<file path="src/rtl/dtt_pkg.sv">
package dtt_pkg;

    // Controller states of the single delayed-transaction slot
    typedef enum logic [1:0] {
        ST_IDLE     = 2'd0,
        ST_PENDING  = 2'd1,
        ST_COMPLETE = 2'd2,
        ST_DELIVER  = 2'd3
    } dtt_state_e;

    // Outcome sent back for an attempt
    typedef enum logic [1:0] {
        RSP_NONE  = 2'd0,
        RSP_RETRY = 2'd1,
        RSP_DONE  = 2'd2
    } dtt_rsp_e;

endpackage

</file>
<file path="src/rtl/dtt_txn_match.sv">
module dtt_txn_match #(
    parameter int ADDR_W = 32,
    parameter int DATA_W = 32,
    parameter int CMD_W  = 4,
    localparam int BE_W  = DATA_W / 8
) (
    input  logic              rec_write,
    input  logic [CMD_W-1:0]  rec_cmd,
    input  logic [ADDR_W-1:0] rec_addr,
    input  logic [BE_W-1:0]   rec_be,
    input  logic [DATA_W-1:0] rec_wdata,
    input  logic              in_write,
    input  logic [CMD_W-1:0]  in_cmd,
    input  logic [ADDR_W-1:0] in_addr,
    input  logic [BE_W-1:0]   in_be,
    input  logic [DATA_W-1:0] in_wdata,
    output logic              hit
);

    logic [BE_W-1:0] lane_eq;
    logic            hdr_eq;

    // Per-lane data comparison
    for (genvar g = 0; g < BE_W; g++) begin : g_lane
        assign lane_eq[g] = (rec_wdata[g*8 +: 8] == in_wdata[g*8 +: 8]);
    end

    assign hdr_eq = (rec_write == in_write) && (rec_cmd == in_cmd) &&
                    (rec_addr == in_addr) && (rec_be == in_be);

    // Data only takes part when the recorded access is a write
    assign hit = hdr_eq && (!rec_write || (&lane_eq));

endmodule

</file>
<file path="src/rtl/dtt_discard_timer.sv">
module dtt_discard_timer #(
    parameter int LIMIT = 32768,
    localparam int CW   = (LIMIT > 2) ? $clog2(LIMIT) : 1
) (
    input  logic clk,
    input  logic rst_n,
    input  logic clear,
    input  logic run,
    output logic expired
);

    logic [CW-1:0] cnt_q;

    always_ff @(posedge clk or negedge rst_n) begin
        if (!rst_n) begin
            cnt_q <= '0;
        end else if (clear) begin
            cnt_q <= '0;
        end else if (run) begin
            cnt_q <= cnt_q + 1'b1;
        end
    end

    // Fires on the LIMIT-th edge after the clearing edge
    assign expired = run && (cnt_q == CW'(LIMIT - 1));

endmodule

</file>
<file path="src/rtl/dtt_txn_store.sv">
module dtt_txn_store #(
    parameter int ADDR_W = 32,
    parameter int DATA_W = 32,
    parameter int CMD_W  = 4,
    localparam int BE_W  = DATA_W / 8
) (
    input  logic              clk,
    input  logic              rst_n,
    input  logic              load,
    input  logic              in_write,
    input  logic [CMD_W-1:0]  in_cmd,
    input  logic [ADDR_W-1:0] in_addr,
    input  logic [BE_W-1:0]   in_be,
    input  logic [DATA_W-1:0] in_wdata,
    input  logic              capture,
    input  logic [DATA_W-1:0] cap_data,
    output logic              rec_write,
    output logic [CMD_W-1:0]  rec_cmd,
    output logic [ADDR_W-1:0] rec_addr,
    output logic [BE_W-1:0]   rec_be,
    output logic [DATA_W-1:0] rec_wdata,
    output logic [DATA_W-1:0] rec_rdata
);

    // Recorded attempt fields
    always_ff @(posedge clk or negedge rst_n) begin
        if (!rst_n) begin
            rec_write <= 1'b0;
            rec_cmd   <= '0;
            rec_addr  <= '0;
            rec_be    <= '0;
            rec_wdata <= '0;
        end else if (load) begin
            rec_write <= in_write;
            rec_cmd   <= in_cmd;
            rec_addr  <= in_addr;
            rec_be    <= in_be;
            rec_wdata <= in_wdata;
        end
    end

    // Buffered back-end result
    always_ff @(posedge clk or negedge rst_n) begin
        if (!rst_n) begin
            rec_rdata <= '0;
        end else if (capture) begin
            rec_rdata <= cap_data;
        end
    end

endmodule

</file>
<file path="src/rtl/dly_txn_tracker.sv">
module dly_txn_tracker
    import dtt_pkg::*;
#(
    parameter int ADDR_W  = 32,
    parameter int DATA_W  = 32,
    parameter int CMD_W   = 4,
    parameter int TIMEOUT = 32768,
    localparam int BE_W   = DATA_W / 8
) (
    input  logic              clk,
    input  logic              rst_n,
    input  logic              req_valid,
    input  logic              req_write,
    input  logic [CMD_W-1:0]  req_cmd,
    input  logic [ADDR_W-1:0] req_addr,
    input  logic [BE_W-1:0]   req_be,
    input  logic [DATA_W-1:0] req_wdata,
    output logic              rsp_valid,
    output logic              rsp_retry,
    output logic              rsp_done,
    output logic [DATA_W-1:0] rsp_rdata,
    output logic              be_req,
    output logic              be_write,
    output logic [CMD_W-1:0]  be_cmd,
    output logic [ADDR_W-1:0] be_addr,
    output logic [BE_W-1:0]   be_be,
    output logic [DATA_W-1:0] be_wdata,
    input  logic              be_ack,
    input  logic [DATA_W-1:0] be_rdata
);

    dtt_state_e state_q, state_d;
    dtt_rsp_e   rsp_kind;
    logic       load_slot;
    logic       capture_res;
    logic       timer_run;
    logic       expired;
    logic       hit;
    logic       rec_write;
    logic [CMD_W-1:0]  rec_cmd;
    logic [ADDR_W-1:0] rec_addr;
    logic [BE_W-1:0]   rec_be;
    logic [DATA_W-1:0] rec_wdata;
    logic [DATA_W-1:0] rec_rdata;

    dtt_txn_store #(.ADDR_W(ADDR_W), .DATA_W(DATA_W), .CMD_W(CMD_W)) i_store (
        .clk      (clk),
        .rst_n    (rst_n),
        .load     (load_slot),
        .in_write (req_write),
        .in_cmd   (req_cmd),
        .in_addr  (req_addr),
        .in_be    (req_be),
        .in_wdata (req_wdata),
        .capture  (capture_res),
        .cap_data (be_rdata),
        .rec_write(rec_write),
        .rec_cmd  (rec_cmd),
        .rec_addr (rec_addr),
        .rec_be   (rec_be),
        .rec_wdata(rec_wdata),
        .rec_rdata(rec_rdata)
    );

    dtt_txn_match #(.ADDR_W(ADDR_W), .DATA_W(DATA_W), .CMD_W(CMD_W)) i_match (
        .rec_write(rec_write),
        .rec_cmd  (rec_cmd),
        .rec_addr (rec_addr),
        .rec_be   (rec_be),
        .rec_wdata(rec_wdata),
        .in_write (req_write),
        .in_cmd   (req_cmd),
        .in_addr  (req_addr),
        .in_be    (req_be),
        .in_wdata (req_wdata),
        .hit      (hit)
    );

    dtt_discard_timer #(.LIMIT(TIMEOUT)) i_timer (
        .clk    (clk),
        .rst_n  (rst_n),
        .clear  (load_slot),
        .run    (timer_run),
        .expired(expired)
    );

    // State register
    always_ff @(posedge clk or negedge rst_n) begin
        if (!rst_n) begin
            state_q <= ST_IDLE;
        end else begin
            state_q <= state_d;
        end
    end

    // Next-state logic
    always_comb begin
        state_d = state_q;
        unique case (state_q)
            ST_IDLE: begin
                if (req_valid) state_d = ST_PENDING;             // record
            end
            ST_PENDING: begin
                if (expired)     state_d = ST_IDLE;              // expiry
                else if (be_ack) state_d = ST_COMPLETE;          // back-end acknowledge
            end
            ST_COMPLETE: begin
                if (expired)               state_d = ST_IDLE;    // expiry
                else if (req_valid && hit) state_d = ST_DELIVER; // matching attempt
            end
            ST_DELIVER: begin
                state_d = ST_IDLE;                               // release
            end
            default: state_d = ST_IDLE;
        endcase
    end

    // Control outputs
    always_comb begin
        rsp_kind    = RSP_NONE;
        load_slot   = 1'b0;
        capture_res = 1'b0;
        timer_run   = 1'b0;
        unique case (state_q)
            ST_IDLE: begin
                if (req_valid) begin
                    load_slot = 1'b1;
                    rsp_kind  = RSP_RETRY;
                end
            end
            ST_PENDING: begin
                timer_run   = 1'b1;
                capture_res = be_ack && !expired;
                if (req_valid) rsp_kind = RSP_RETRY;
            end
            ST_COMPLETE: begin
                timer_run = 1'b1;
                if (req_valid) begin
                    rsp_kind = (hit && !expired) ? RSP_DONE : RSP_RETRY;
                end
            end
            ST_DELIVER: begin
                if (req_valid) rsp_kind = RSP_RETRY;
            end
            default: rsp_kind = RSP_NONE;
        endcase
    end

    // Response register: answer appears the cycle after the attempt
    always_ff @(posedge clk or negedge rst_n) begin
        if (!rst_n) begin
            rsp_valid <= 1'b0;
            rsp_retry <= 1'b0;
            rsp_done  <= 1'b0;
            rsp_rdata <= '0;
        end else begin
            rsp_valid <= (rsp_kind != RSP_NONE);
            rsp_retry <= (rsp_kind == RSP_RETRY);
            rsp_done  <= (rsp_kind == RSP_DONE);
            rsp_rdata <= ((rsp_kind == RSP_DONE) && !rec_write) ? rec_rdata : '0;
        end
    end

    assign be_req   = (state_q == ST_PENDING);
    assign be_write = rec_write;
    assign be_cmd   = rec_cmd;
    assign be_addr  = rec_addr;
    assign be_be    = rec_be;
    assign be_wdata = rec_wdata;

endmodule

</file>
<file path="config.mk">
export PLATFORM = sky130hd
export DESIGN_NAME = dly_txn_tracker
export DESIGN_NICKNAME = d
export VERILOG_FILES = /design/src/rtl/dtt_pkg.sv /design/src/rtl/dtt_txn_match.sv /design/src/rtl/dtt_discard_timer.sv /design/src/rtl/dtt_txn_store.sv /design/src/rtl/dly_txn_tracker.sv
export SDC_FILE = /design/constraint.sdc
export NUM_CORES = 1
export LEC_CHECK = 0
export BUFFER_PORTS_ARGS = -buffer_cell sky130_fd_sc_hd__buf_2
export CAP_MARGIN = 20
export CORE_ASPECT_RATIO = 1.4
export CORE_MARGIN = 1.5
export CORE_UTILIZATION = 54
export CTS_BUF_LIST = sky130_fd_sc_hd__clkbuf_8
export CTS_CLUSTER_SIZE = 8
export DETAILED_ROUTE_END_ITERATION = 10
export GPL_TIMING_DRIVEN = 0
export PLACE_DENSITY = 0.83
export SETUP_SLACK_MARGIN = 0.4
export SYNTH_ARGS = -nofsm -noshare
export SYNTH_HDL_FRONTEND = slang
export SYNTH_HIERARCHICAL = 1
export SYNTH_SLANG_ARGS = --single-unit
</file>
<file path="constraint.sdc">
create_clock -name clk -period 2.8 [get_ports clk]
set_clock_uncertainty 0.05 [all_clocks]
set_input_delay 0.28 -clock clk [delete_from_list [all_inputs] [get_ports clk]]
set_output_delay 0.28 -clock clk [all_outputs]
set_load 0.01 [all_outputs]
</file>
==> impl_metrics.py <==
metrics = {
    "status": {
        "status": "completed",
    },
    "die": {
        "die_h_um": 140.6,
        "initial_core_util": 0.5504,
        "die_w_um": 101.3,
        "core_um2": 13260,
        "dieArea_um2": 14230,
        "pin_count": 218,
        "num_rows": 50,
    },
    "layout": {
        "syn_to_final_growth_pct": 35.10,
        "nNetsFinal": 918,
        "drive_above_1_share": 0.5220,
        "diodes": 0,
        "n_fill_cell": 869,
        "final_util": 0.7436,
    },
    "worst_setup_path": {
        "worst-path-buf-inv": 3,
        "crit_top_cell": "nand4_1",
        "critPathMaxFanout": 10,
        "cp_data_arrival_time_ps": 2760,
        "crit_slowest_cell": "dlygate4sd3_1",
        "crit_path_end_kind": "flop",
        "critical_path_class": "in -> reg",
        "start_kind": "primary input",
        "r2r_cells": 8,
        "required_ps": 3150,
        "worstPathCellList": "dlygate4sd3_1, buf_2, xnor2_1, nand4_1, nor4_2, nand4_1, a211oi_4, and4b_4, buf_6, and2_2",
        "path_depth": 10,
        "slowest_delay_ps": 550,
        "crit_family": "simple AND/OR/NAND/NOR gates",
    },
    "power": {
        "p_total_uw": 9579,
        "cellPowerDensity_nw_per_um2": 971.3,
        "max-vdd-ir-drop_v": 0.0005583,
        "intPower_uw": 6308,
        "p_leak_uw": 0.004778,
        "combPwrFrac": 0.399,
        "swShare": 0.3415,
        "seq_power_share": 0.400,
        "power_switching_uw": 3271,
        "pwr-share-clk": 0.201,
    },
    "placement": {
        "portBuffers": 217,
        "pre_cts_ws_ps": -66.78,
        "gp_congestion": 0.8163,
        "dp_hpwl_mm": 12.46,
    },
    "route": {
        "drtPass1Iterations": 4,
        "drt-vias-per-instance": 5.201,
        "num_vias": 5201,
        "drt_iter0_markers": 190,
        "ant_nets": 0,
        "wl_per_cell_um": 18.09,
        "wirelength_mm": 18.09,
        "drc": 0,
    },
    "job": {
        "maxCapViolations": 0,
    },
    "synthesis": {
        "ys.warnings.count": 6,
        "synth-simple-area-share": 0.09119,
        "synth_ff_type": "dfrtp_1",
        "ys_ff_latch": 157,
        "synth.avg_cell_area_um2": 14.57,
        "synthArstFlopShare": 1.000,
        "yosysSeqAreaShare": 0.5382,
        "synth_fa_ha_area_frac": 0.006856,
        "ys_types": 42,
        "synth_compound_area_frac": 0.02383,
        "syn_nets": 614,
        "synth_top_family_by_area": "multiplexers",
        "synthCells": 501,
        "yosys-mux-area-fraction": 0.2107,
        "yosys.area_share.xor_xnor": 0.09239,
        "synth_edf_count": 0,
        "syn_area_um2": 7300,
    },
    "clock_tree": {
        "clk_path_buf_depth": 2,
        "cts_buffers": 17,
        "cts-root-buf": "clkbuf_8",
        "clk_latency_ps": 460,
        "cts_tree": "done",
        "cts_max_level": 4,
        "cts_num_sinks": 157,
        "clkTransAtPathRegs_ps": 90,
    },
    "timing": {
        "min_period_ps": 2407,
        "fin_crit_sh": 0.8598,
        "hold_violations": 0,
        "relSlewSlack": 0.6025,
        "setup_viol_count_final": 0,
        "fmax_mhz": 415.4,
        "tns_ps": 0,
        "worstMarginPinSlew_ps": 596.2,
        "rsz0062_at_grt": "yes",
        "fin_ws_ps": 392.6,
        "drv_slew": 0,
    },
    "grt": {
        "grt_max_degree": 95,
        "grt_pass1_wl_mm": 28.15,
        "overflow": 0,
        "grt_pass1_vias": 5664,
        "antenna_found_initial": 0,
        "groute.usage.overall": 0.2592,
    },
    "hold_path": {
        "min_path_type": "in -> reg",
        "worstHoldPathCells": 2,
    },
}
worst paths after layout:
path | startpoint | endpoint | slack, ps
min in group asynchronous | rst_n | i_store/rec_rdata[27] | 310
max | req_addr[13] | rsp_rdata[3] | 390
max reg2reg | i_store/rec_addr[5] | rsp_rdata[3] | 420
min | req_wdata[25] | i_store/rec_wdata[25] | 30
min reg2reg | i_store/rec_rdata[4] | rsp_rdata[4] | 430
max in group asynchronous | rst_n | i_store/rec_addr[14] | 1510
final cells by class:
| cell class | instances | area [um2] | area share |
|---|---|---|---|
| flip-flops and latches | 157 | 3929 | 0.3984 |
| inverters | 6 | 22.52 | 0.002284 |
| clock buffers | 17 | 234.0 | 0.02372 |
| clock inverters | 15 | 222.7 | 0.02258 |
| well taps | 182 | 227.7 | 0.02309 |
| repair buffers | 285 | 1780 | 0.1805 |
| multi-input cells | 319 | 3199 | 0.3244 |
| plain buffers | 19 | 246.5 | 0.02499 |
flip-flops by register name, summed over array words and instances (netlist names):
name and flops:
rsp_rdata 32, i_store/rec_addr 32, rsp_done 1, state_q 2, i_store/rec_cmd 4, i_store/rec_wdata 32
i_store/rec_be 4, i_store/rec_rdata 32, rsp_retry 1, i_store/rec_write 1, i_timer/cnt_q 15, rsp_valid 1
metrics by stage:
step	hold slack (ps)	std cells	cell area, um2
6_report	30.71	1000	9862
5_1_grt	2.241	1000	9862
4_1_cts	0.5675	997	9766
3_5_place_dp	256.7	901	8653
3_3_place_gp	410.7	900	8620
2_1_floorplan	-65.59	501	7306
cells in the final DEF, fill, tap and decap left out, types with 10 or more instances in the layout:
| cell type | netlist | layout |
|---|---|---|
| and2_4 | 0 | 10 |
| nand4_1 | 19 | 19 |
| xnor2_1 | 54 | 49 |
| buf_2 | 1 | 216 |
| mux2_2 | 27 | 27 |
| mux2_4 | 80 | 80 |
| buf_6 | 8 | 11 |
| clkbuf_8 | 0 | 17 |
| xor2_1 | 23 | 23 |
| and2_2 | 28 | 19 |
| dlygate4sd3_1 | 0 | 59 |
| dfrtp_1 | 157 | 157 |
| nor2_1 | 12 | 12 |
cell families after synthesis:
family / count (synthesis)
AO/OA/AOI/OAI: 24
XOR/XNOR: 77
adder cells (fa/ha/maj): 4
buffers and inverters: 25
flip-flops: 157
multiplexers: 110
AND/OR/NAND/NOR: 104
Yosys cell counts (2+ instances only):
master      n  area share
dfrtp_1   157        0.54
mux2_4     80        0.16
xnor2_1    54       0.065
and2_2     28       0.029
mux2_2     27       0.042
xor2_1     23       0.028
nand4_1    19       0.016
nor2_1     12      0.0062
nor4_1     10      0.0086
buf_6       8       0.012
a21oi_1     7      0.0048
buf_12      7       0.019
inv_1       6      0.0031
and2_1      5      0.0043
nand2_1     5      0.0026
nand3_1     5      0.0034
ha_1        4      0.0069
nor2b_1     4      0.0034
o31ai_1     4      0.0041
or4_1       4      0.0041
a211oi_1    3      0.0031
a211o_1     2      0.0024
clkbuf_1    2      0.0010
mux2_1      2      0.0031
nor3_1      2      0.0014
nor4_2      2      0.0034
o21ai_0     2      0.0014
or2b_1      2      0.0021
or3_1       2      0.0017
power groups by stage:
| stage | Clock [uW] | Sequential [uW] | Combinational [uW] |
|---|---|---|---|
| finish | 1930 | 3830 | 3820 |
| global route | 2050 | 3940 | 4090 |
| CTS | 1970 | 3790 | 3780 |
| detailed placement | 0 | 3820 | 3680 |
| global placement | 0 | 3730 | 3560 |
| floorplan | 0 | 3940 | 2310 |
metal layers:
layer / GRT usage / part of all wire
met5: 0 / 0
met4: 0.1213 / 0.038
met3: 0.06287 / 0.048
met2: 0.4751 / 0.55
met1: 0.2731 / 0.36
repair_timing:
action,in CTS,in global routing
setup buffers,5,2
resized for setup,4,20
hold buffers,59,0
pin swaps,4,18
setup endpoints to repair,66,58
cloned,0,1
endpoints found under the hold margin,121,0
Note: power is estimated with default switching activity, not from simulation.
